==> src/rtl/pwb_pkg.sv <==
package pwb_pkg;
  typedef enum logic [1:0] {
    ST_IDLE  = 2'd0,
    ST_LOAD  = 2'd1,
    ST_WRITE = 2'd2
  } pwb_state_e;
endpackage

==> src/rtl/pwb_page_buf.sv <==
module pwb_page_buf #(
  parameter int ADDR_W     = 13,
  parameter int DATA_W     = 8,
  parameter int PAGE_BYTES = 32,
  localparam int OFS_W     = $clog2(PAGE_BYTES),
  localparam int PAGE_W    = ADDR_W - OFS_W
) (
  input  logic              clk_i,
  input  logic              rst_ni,
  input  logic              open_i,
  input  logic [ADDR_W-1:0] addr_i,
  input  logic              ld_i,
  input  logic [DATA_W-1:0] data_i,
  input  logic [OFS_W-1:0]  rd_slot_i,
  output logic [PAGE_W-1:0] page_o,
  output logic [DATA_W-1:0] rd_data_o,
  output logic              rd_vld_o,
  output logic              any_vld_o
);
  logic [PAGE_W-1:0]     page_q;
  logic [OFS_W-1:0]      ptr_q;
  logic [PAGE_BYTES-1:0] vld_q;
  logic [DATA_W-1:0]     slot_q [PAGE_BYTES];

  always_ff @(posedge clk_i or negedge rst_ni) begin
    if (!rst_ni) begin
      page_q <= '0;
      ptr_q  <= '0;
    end else if (open_i) begin
      page_q <= addr_i[ADDR_W-1:OFS_W];
      ptr_q  <= addr_i[OFS_W-1:0];
    end else if (ld_i) begin
      ptr_q  <= ptr_q + 1'b1;  // wraps inside page
    end
  end

  for (genvar g = 0; g < PAGE_BYTES; g++) begin : g_slot
    logic hit;
    assign hit = ld_i && (ptr_q == OFS_W'(g));
    always_ff @(posedge clk_i or negedge rst_ni) begin
      if (!rst_ni) begin
        vld_q[g]  <= 1'b0;
        slot_q[g] <= '0;
      end else begin
        if (open_i)   vld_q[g] <= 1'b0;
        else if (hit) vld_q[g] <= 1'b1;
        if (hit) slot_q[g] <= data_i;
      end
    end
  end

  assign page_o    = page_q;
  assign rd_data_o = slot_q[rd_slot_i];
  assign rd_vld_o  = vld_q[rd_slot_i];
  assign any_vld_o = |vld_q;
endmodule

==> src/rtl/pwb_cycle_timer.sv <==
module pwb_cycle_timer #(
  parameter int WR_CYCLES = 800000,
  localparam int CNT_W    = $clog2(WR_CYCLES + 1)
) (
  input  logic             clk_i,
  input  logic             rst_ni,
  input  logic             run_i,
  output logic [CNT_W-1:0] cnt_o,
  output logic             done_o
);
  logic [CNT_W-1:0] cnt_q;

  always_ff @(posedge clk_i or negedge rst_ni) begin
    if (!rst_ni)    cnt_q <= '0;
    else if (run_i) cnt_q <= cnt_q + 1'b1;
    else            cnt_q <= '0;
  end

  assign cnt_o  = cnt_q;
  assign done_o = run_i && (cnt_q == CNT_W'(WR_CYCLES - 1));
endmodule

==> src/rtl/pwb_ctrl.sv <==
module pwb_ctrl
  import pwb_pkg::*;
(
  input  logic clk_i,
  input  logic rst_ni,
  input  logic start_i,
  input  logic load_i,
  input  logic commit_i,
  input  logic abort_i,
  input  logic any_vld_i,
  input  logic done_i,
  output logic open_o,
  output logic ld_o,
  output logic busy_o
);
  pwb_state_e state_q, state_d;

  always_comb begin
    state_d = state_q;
    open_o  = 1'b0;
    ld_o    = 1'b0;
    unique case (state_q)
      ST_IDLE: begin
        if (start_i) begin
          open_o  = 1'b1;
          state_d = ST_LOAD;
        end
      end
      ST_LOAD: begin
        if (abort_i) begin
          state_d = ST_IDLE;
        end else if (start_i) begin
          open_o = 1'b1;  // restart, load in same cycle dropped
        end else begin
          ld_o = load_i;
          if (commit_i) state_d = (any_vld_i || load_i) ? ST_WRITE : ST_IDLE;
        end
      end
      ST_WRITE: begin
        if (done_i) state_d = ST_IDLE;
      end
      default: state_d = ST_IDLE;
    endcase
  end

  always_ff @(posedge clk_i or negedge rst_ni) begin
    if (!rst_ni) state_q <= ST_IDLE;
    else         state_q <= state_d;
  end

  assign busy_o = (state_q == ST_WRITE);
endmodule

==> src/rtl/page_wbuf_ctrl.sv <==
module page_wbuf_ctrl #(
  parameter int ADDR_W     = 13,
  parameter int DATA_W     = 8,
  parameter int PAGE_BYTES = 32,
  parameter int WR_CYCLES  = 800000
) (
  input  logic              clk_i,
  input  logic              rst_ni,
  input  logic              start_i,
  input  logic [ADDR_W-1:0] addr_i,
  input  logic              load_i,
  input  logic [DATA_W-1:0] data_i,
  input  logic              commit_i,
  input  logic              abort_i,
  output logic              busy_o,
  output logic              mem_we_o,
  output logic [ADDR_W-1:0] mem_addr_o,
  output logic [DATA_W-1:0] mem_data_o
);
  localparam int OFS_W  = $clog2(PAGE_BYTES);
  localparam int PAGE_W = ADDR_W - OFS_W;
  localparam int CNT_W  = $clog2(WR_CYCLES + 1);

  logic              open_w, ld_w, busy_w, done_w, any_vld_w, rd_vld_w;
  logic [CNT_W-1:0]  cnt_w;
  logic [OFS_W-1:0]  slot_w;
  logic [PAGE_W-1:0] page_w;
  logic [DATA_W-1:0] rd_data_w;
  logic              in_scan_w;

  pwb_ctrl i_ctrl (
    .clk_i     (clk_i),
    .rst_ni    (rst_ni),
    .start_i   (start_i),
    .load_i    (load_i),
    .commit_i  (commit_i),
    .abort_i   (abort_i),
    .any_vld_i (any_vld_w),
    .done_i    (done_w),
    .open_o    (open_w),
    .ld_o      (ld_w),
    .busy_o    (busy_w)
  );

  pwb_page_buf #(
    .ADDR_W     (ADDR_W),
    .DATA_W     (DATA_W),
    .PAGE_BYTES (PAGE_BYTES)
  ) i_buf (
    .clk_i     (clk_i),
    .rst_ni    (rst_ni),
    .open_i    (open_w),
    .addr_i    (addr_i),
    .ld_i      (ld_w),
    .data_i    (data_i),
    .rd_slot_i (slot_w),
    .page_o    (page_w),
    .rd_data_o (rd_data_w),
    .rd_vld_o  (rd_vld_w),
    .any_vld_o (any_vld_w)
  );

  pwb_cycle_timer #(
    .WR_CYCLES (WR_CYCLES)
  ) i_tmr (
    .clk_i  (clk_i),
    .rst_ni (rst_ni),
    .run_i  (busy_w),
    .cnt_o  (cnt_w),
    .done_o (done_w)
  );

  // slot scan occupies the first PAGE_BYTES cycles of the busy interval
  assign slot_w     = cnt_w[OFS_W-1:0];
  assign in_scan_w  = (cnt_w < CNT_W'(PAGE_BYTES));
  assign busy_o     = busy_w;
  assign mem_we_o   = busy_w && in_scan_w && rd_vld_w;
  assign mem_addr_o = {page_w, slot_w};
  assign mem_data_o = rd_data_w;
endmodule

==> config.mk <==
export PLATFORM = sky130hd
export DESIGN_NAME = page_wbuf_ctrl
export DESIGN_NICKNAME = d
export VERILOG_FILES = /design/src/rtl/pwb_pkg.sv /design/src/rtl/pwb_page_buf.sv /design/src/rtl/pwb_cycle_timer.sv /design/src/rtl/pwb_ctrl.sv /design/src/rtl/page_wbuf_ctrl.sv
export SDC_FILE = /design/constraint.sdc
export NUM_CORES = 1
export LEC_CHECK = 0
export BUFFER_PORTS_ARGS = -buffer_cell sky130_fd_sc_hd__buf_4
export CAP_MARGIN = 30
export CORE_MARGIN = 2
export CORE_UTILIZATION = 53
export DETAILED_ROUTE_END_ITERATION = 8
export PLACE_DENSITY = 0.7
export REMOVE_ABC_BUFFERS = 1
export SYNTH_ARGS = -nofsm -noshare
export SYNTH_HDL_FRONTEND = slang
export SYNTH_SLANG_ARGS = --single-unit
==> constraint.sdc <==
create_clock -name clk_i -period 3.05 [get_ports clk_i]
set_input_delay 0.305 -clock clk_i [delete_from_list [all_inputs] [get_ports clk_i]]
set_output_delay 0.305 -clock clk_i [all_outputs]
set_load 0.03 [all_outputs]
---- Yosys cells after proc, flatten, opt, wreduce, memory -nomap -nowiden ----
Cells that the tools add are included.
storage, ports and cells
  flip-flop bits (word level) ............. 323
operators by class
  add/subtract/negate cells ............... 2
  bitwise operators ....................... 1
  reduce and logical (&&, ||, !) cells .... 73
  equality and inequality tests ........... 38
  multiplexer cells ....................... 85
  order comparisons ....................... 3
operators by type and width
  kind                                                                           number
  5-bit == test, second input constant                                           16
  1-bit 2-to-1 mux                                                               70
  2-bit nonzero test                                                             33
  8-bit binary-select mux with 5-bit select                                      1
  5-bit by 4-bit == test with 1-bit output, second input constant                8
  1-bit logical AND                                                              35
  32-bit OR reduction                                                            1
  20-bit by 1-bit adder with 20-bit output, second input constant                1
  20-bit == test, second input constant                                          1
  5-bit by 3-bit == test with 1-bit output, second input constant                4
  20-bit by 6-bit less-than comparator with 1-bit output, second input constant  1
  20-bit 2-to-1 mux                                                              1
  8-bit 2-to-1 mux                                                               2
  2-bit 2-to-1 mux                                                               6
  5-bit by 2-bit == test with 1-bit output, second input constant                2
  5-bit 2-to-1 mux                                                               2
  6-bit greater-or-equal comparator, second input constant                       1
  5-bit by 6-bit less-than comparator with 1-bit output, second input constant   1
  3-bit inequality test, second input constant                                   2
  5-bit NOT with 6-bit output                                                    1
  2-bit case mux with 3 select lines                                             1
  5-bit by 1-bit adder with 5-bit output, second input constant                  1
  1-bit binary-select mux with 5-bit select                                      1
  5-bit by 1-bit == test with 1-bit output, second input constant                1
  9 further kinds                                                                9

---- Depth between registers and ports, before layout ----
  depth in word-level cells ............... 7
  mapped depth ............................ 8
  mapped depth without buffers ............ 6

---- By module ----
Synthesis repeated with hierarchy kept, for this count alone.
unflattened totals
  cells, all modules ...................... 976
  area total of the unflattened synthesis .. 14,909.3 um^2
modules (own cells, without submodules)
  module           times used  sequential area each (um^2)  cells each  area each (um^2)
  pwb_page_buf     1           7,532.2                      853         13,718.2
  pwb_cycle_timer  1           500.5                        104         999.7
  pwb_ctrl         1           50.0                         13          126.4
  page_wbuf_ctrl   1           0.0                          6           65.1

---- Worst setup path after synthesis ----
OpenSTA, ideal clock, no wires.
  path type ............................... reg-to-output
  start ................................... register i_tmr.cnt_q[0], in the netlist i_tmr.cnt_o[0]
  end ..................................... output mem_we_o
  arrival time ............................ 2,302 ps
  slack ................................... 443 ps
  stages on the path, launching flop included .. 9
  data required time ...................... 2,745 ps
  path through ............................ dfrtp_1 > buf_2 > buf_4 > buf_2 > buf_2 > mux2i_1 > a22oi_1 > nand4_1 > a31oi_1
between the ends
  longest elaborated chain between the ends .. 3
  elaborated cells on any way between the ends .. 5
  those cells by class .................... order compare: 1; mux: 2; reduce/logical: 2
RTL lines
  what                                                                                                                 RTL line                                  RTL
  start, declared                                                                                                      pwb_cycle_timer.sv:11                     logic [CNT_W-1:0] cnt_q;
  start signal, assigned                                                                                               pwb_cycle_timer.sv:15                     else if (run_i) cnt_q <= cnt_q + 1'b1;
  20-bit by 6-bit less-than comparator with 1-bit output or 1-bit binary-select mux with 5-bit select (tied branches)  page_wbuf_ctrl.sv:75, pwb_page_buf.sv:54
  1-bit logical AND or 1-bit 2-to-1 mux (tied branches)                                                                page_wbuf_ctrl.sv:77, pwb_page_buf.sv:54
  1-bit logical AND (*)                                                                                                page_wbuf_ctrl.sv:77                      assign mem_we_o = busy_w && in_scan_w && rd_vld_w;
  end, declared                                                                                                        page_wbuf_ctrl.sv:16                      output logic mem_we_o,
Mark *: on every way between the ends. The rest lies on a longest branch, timed or not. The select of a mux whose other input is x is not followed.

---- Final worst setup path ----
  start ................................... register i_tmr.cnt_q[0], in the netlist i_tmr.cnt_o[0]
  end ..................................... output mem_data_o[4]
between the ends
  longest elaborated chain between the ends .. 4
RTL lines
  what                                                  RTL line              RTL
  5-bit NOT with 6-bit output (implied by the code)     pwb_page_buf.sv:53    assign rd_data_o = slot_q[rd_slot_i];
  8-bit binary-select mux with 5-bit select             pwb_page_buf.sv:53
  8-bit 2-to-1 mux (implied by the code) (2 in series)  pwb_page_buf.sv:53
  end, declared                                         page_wbuf_ctrl.sv:18  output logic [DATA_W-1:0] mem_data_o
No other way between the ends. The select of a mux whose other input is x is not followed.

==> impl_metrics.ini <==
[detailed_routing]
remaining_drc_errors = 0
ant_nets = 0
vias = 9131
drt_iter0_drc = 646
wl_per_cell_um = 24.2
routed_wl_mm = 36.8
drt-vias-per-instance = 6.00
first_pass_iters = 5

[cts]
path_clk_slew_ns = 0.06
cts_made_buffers = 36
cts_root_buf = clkbuf_16
htree_num_levels = 2
clock_latency_ns = 0.51
cts_sinks = 323
clock_path_buffers = 3
cts_tree = built

[finish]
postLayoutCoreUtil_pct = 62.7
num-nets-final = 1156
fill_cells = 2078
register_area_sq_um = 8090
design_area_sq_um = 17400
drive_gt1_share_pct = 46.1
multi_input_area_sq_um = 6480
area_growth_pct = 16.6

[place]
dp_slack_ns = 0.426
gp_congestion = 0.816
dp_hpwl_mm = 22.2
port_buffers = 49
dpl-instance-area_sq_um = 15900

[synth]
syn_avg_cell_area_sq_um = 14.4
ys_top_cells_by_area = dfrtp_1 54%, mux2_2 19%, mux4_2 12%
synth.distinct_cells = 45
netlist_instances = 1038
synthArstFlopShare_pct = 100
ys_ff_latch = 323
synth_area_sq_um = 14900
synth_top_area_share_pct = 54.1
synth-main-ff-cell = dfrtp_1
ys.warnings.count = 0
ys_seq_area_share_pct = 54.1
synth_edf_count = 0
synth_top_area_cell = dfrtp_1

[outcome]
status = finished clean

[grt]
antenna_found_initial = 1
grt_pass1_wl_mm = 56.6
overflow = 0
grt_pass1_vias = 9276
grt_max_degree = 86
globalRouteTotalUtil_pct = 25.9

[timing]
finalClockSkew_ns = 0.0138
fmax_mhz = 331
tightest_slew_ns = 1.01
fin_crit_sh_pct = 98.9
timing.slew.headroom_pct = 32.4
postLayoutSetupSlackWorst_ns = 0.0321
hold_viol_final = 0
drv_slew = 0
setup_viol = 0
tns_ns = 0
period_minus_slack_ns = 3.02

[die]
die_w_um = 172
die_h_um = 172
io_pins = 50
initial_utilization_pct = 53.8
core_area_sq_um = 27800
die_area_sq_um = 29500
rows = 61

[min_path]
hp-class = input port to flip-flop

[power]
cellLeakagePower_nw = 8.17
worst_ir_drop_vdd_uv = 353
powerDensity_nw_per_um2 = 618

[critical_path]
critPathLaunchType = flip-flop
cp.required_ns = 2.74
crit_path_end_kind = output pin
worstPathArrival_ns = 2.71
path_cells = buf_16 > buf_4 > mux4_2 > mux4_2 > nand2_2 > nand2_1 > buf_4
cp_num_buf_inv = 3
critical_path.max_fanout = 13
slowest_delay_ns = 0.53
crit_family = multiplexers
path_class = flip-flop to output pin
worst_path_max_delay_cell = mux4_2

[job]
cap_violations = 0
==> metrics by stage <==
stage | hold slack [ns] | instances | power, mW
finish | 0.0382 | 1522 | 10.8
global placement | 0.287 | 1436 | 6.56
floorplan | 0.00941 | 968 | 6.03
CTS | 0.0283 | 1509 | 10.8
detailed placement | 0.282 | 1436 | 6.62
global route | 0.0463 | 1521 | 11.2
==> flip-flops by register name, indices dropped and copies added (netlist names) <==
| register | flops |
|---|---|
| i_buf.vld_q | 32 |
| i_buf.page_o | 8 |
| i_ctrl.state_q | 2 |
| i_buf.ptr_q | 5 |
| i_tmr.cnt_o | 20 |
| i_buf.slot_q | 256 |
==> worst paths after layout <==
check                      cells after the start                             to                     startpoint  slack, ns
max in group asynchronous                      3  i_buf.slot_q[117]$_DFFE_PN0P_                         rst_ni       1.88
hold / removal                                 3     i_buf.ptr_q[4]$_DFFE_PN0P_                      addr_i[4]       0.04
setup reg to reg                               5   i_buf.slot_q[61]$_DFFE_PN0P_  i_ctrl.state_q[1]$_DFFE_PN0P_       0.44
hold reg to reg                                2    i_buf.page_o[5]$_DFFE_PN0P_    i_buf.page_o[5]$_DFFE_PN0P_       0.48
min in group asynchronous                      2  i_buf.slot_q[179]$_DFFE_PN0P_                         rst_ni       0.33
setup / recovery                               7                  mem_data_o[4]       i_tmr.cnt_o[0]$_DFF_PN0_       0.03
==> per-layer routing <==
layer / global-route usage, % / wire length [um] / up-vias
met5: 0 / 0 / -
met4: 6.14 / 762 / 0
met2: 41.5 / 17600 / 269
met1: 37.9 / 16400 / 4855
li1: - / - / 3948
met3: 3.87 / 2130 / 59
==> final cells by class <==
type / count / share of cell area (%)
flip-flops and latches: 323 / 46.4
clock inverters: 6 / 0.352
clock buffers: 53 / 6.00
inverters: 24 / 0.517
repair buffers: 116 / 6.75
multi-input cells: 621 / 37.2
diodes: 1 / 0.0144
well taps: 378 / 2.71
==> cells by family after synthesis <==
family / count (synthesis) / synth area share (%)
adder cells (fa/ha/maj): 7 / 0.586
multiplexers: 350 / 32.3
AND/OR/NAND/NOR: 193 / 7.01
XOR/XNOR: 18 / 1.06
AO/OA/AOI/OAI: 53 / 2.36
buffers and inverters: 94 / 2.60
flip-flops: 323 / 54.1
==> timing repair <==
| item | CTS | global route |
|---|---|---|
| pin swaps | 0 | 0 |
| hold buffers | 9 | 0 |
| cloned | 2 | 2 |
| setup endpoints to repair | 8 | 8 |
| hold endpoints to repair | 66 | 0 |
| gates resized for setup | 4 | 11 |
| buffers inserted | 3 | 9 |
==> worst min-delay path: cells and delay by family <==
family / cells / cell delay [ns]
AOI/OAI and AO/OA: 1 / 0.06
buffers and inverters: 1 / 0.09
and+or+nand+nor: 1 / 0.04
==> report_power, final <==
group	switching (mW)	internal, mW	leakage (nW)	total [mW]
combinational	0.788	0.860	3.18	1.65
clock	1.67	2.45	0.541	4.12
sequential	0.259	4.74	4.45	5.00
total	2.72	8.04	8.17	10.8
==> placed cells by master, fill, tap and decap left out, types with 10 or more instances in the layout <==
master / count
dfrtp_1: 321
mux2_2: 256
buf_4: 85
mux4_2: 80
nand2_1: 61
clkbuf_16: 40
nor2_1: 31
inv_1: 23
a21oi_1: 18
nand3_1: 15
o21a_1: 15
mux2i_1: 14
nand4_1: 12
xor2_1: 11
nor4_1: 11
clkbuf_1: 10
==> cells in the mapped netlist (3+ instances only) <==
library cell,instances
buf_4,6
o21ai_0,4
nand2b_1,3
nor3b_1,3
nor4_1,11
buf_2,10
buf_1,6
xnor2_1,7
nand2_1,67
and2_1,4
and3_1,8
xor2_1,11
ha_1,7
a221o_1,3
clkbuf_1,48
o21a_1,15
a21oi_1,18
nor2_4,8
inv_1,23
nand3_1,15
mux4_2,80
a22oi_1,8
nor3_1,3
mux2_2,256
mux2i_1,14
nor2b_1,6
nand4_1,12
nor2_1,31
dfrtp_1,323
nor2_2,6
nand3_2,4
(Power assumes the default switching activity.)
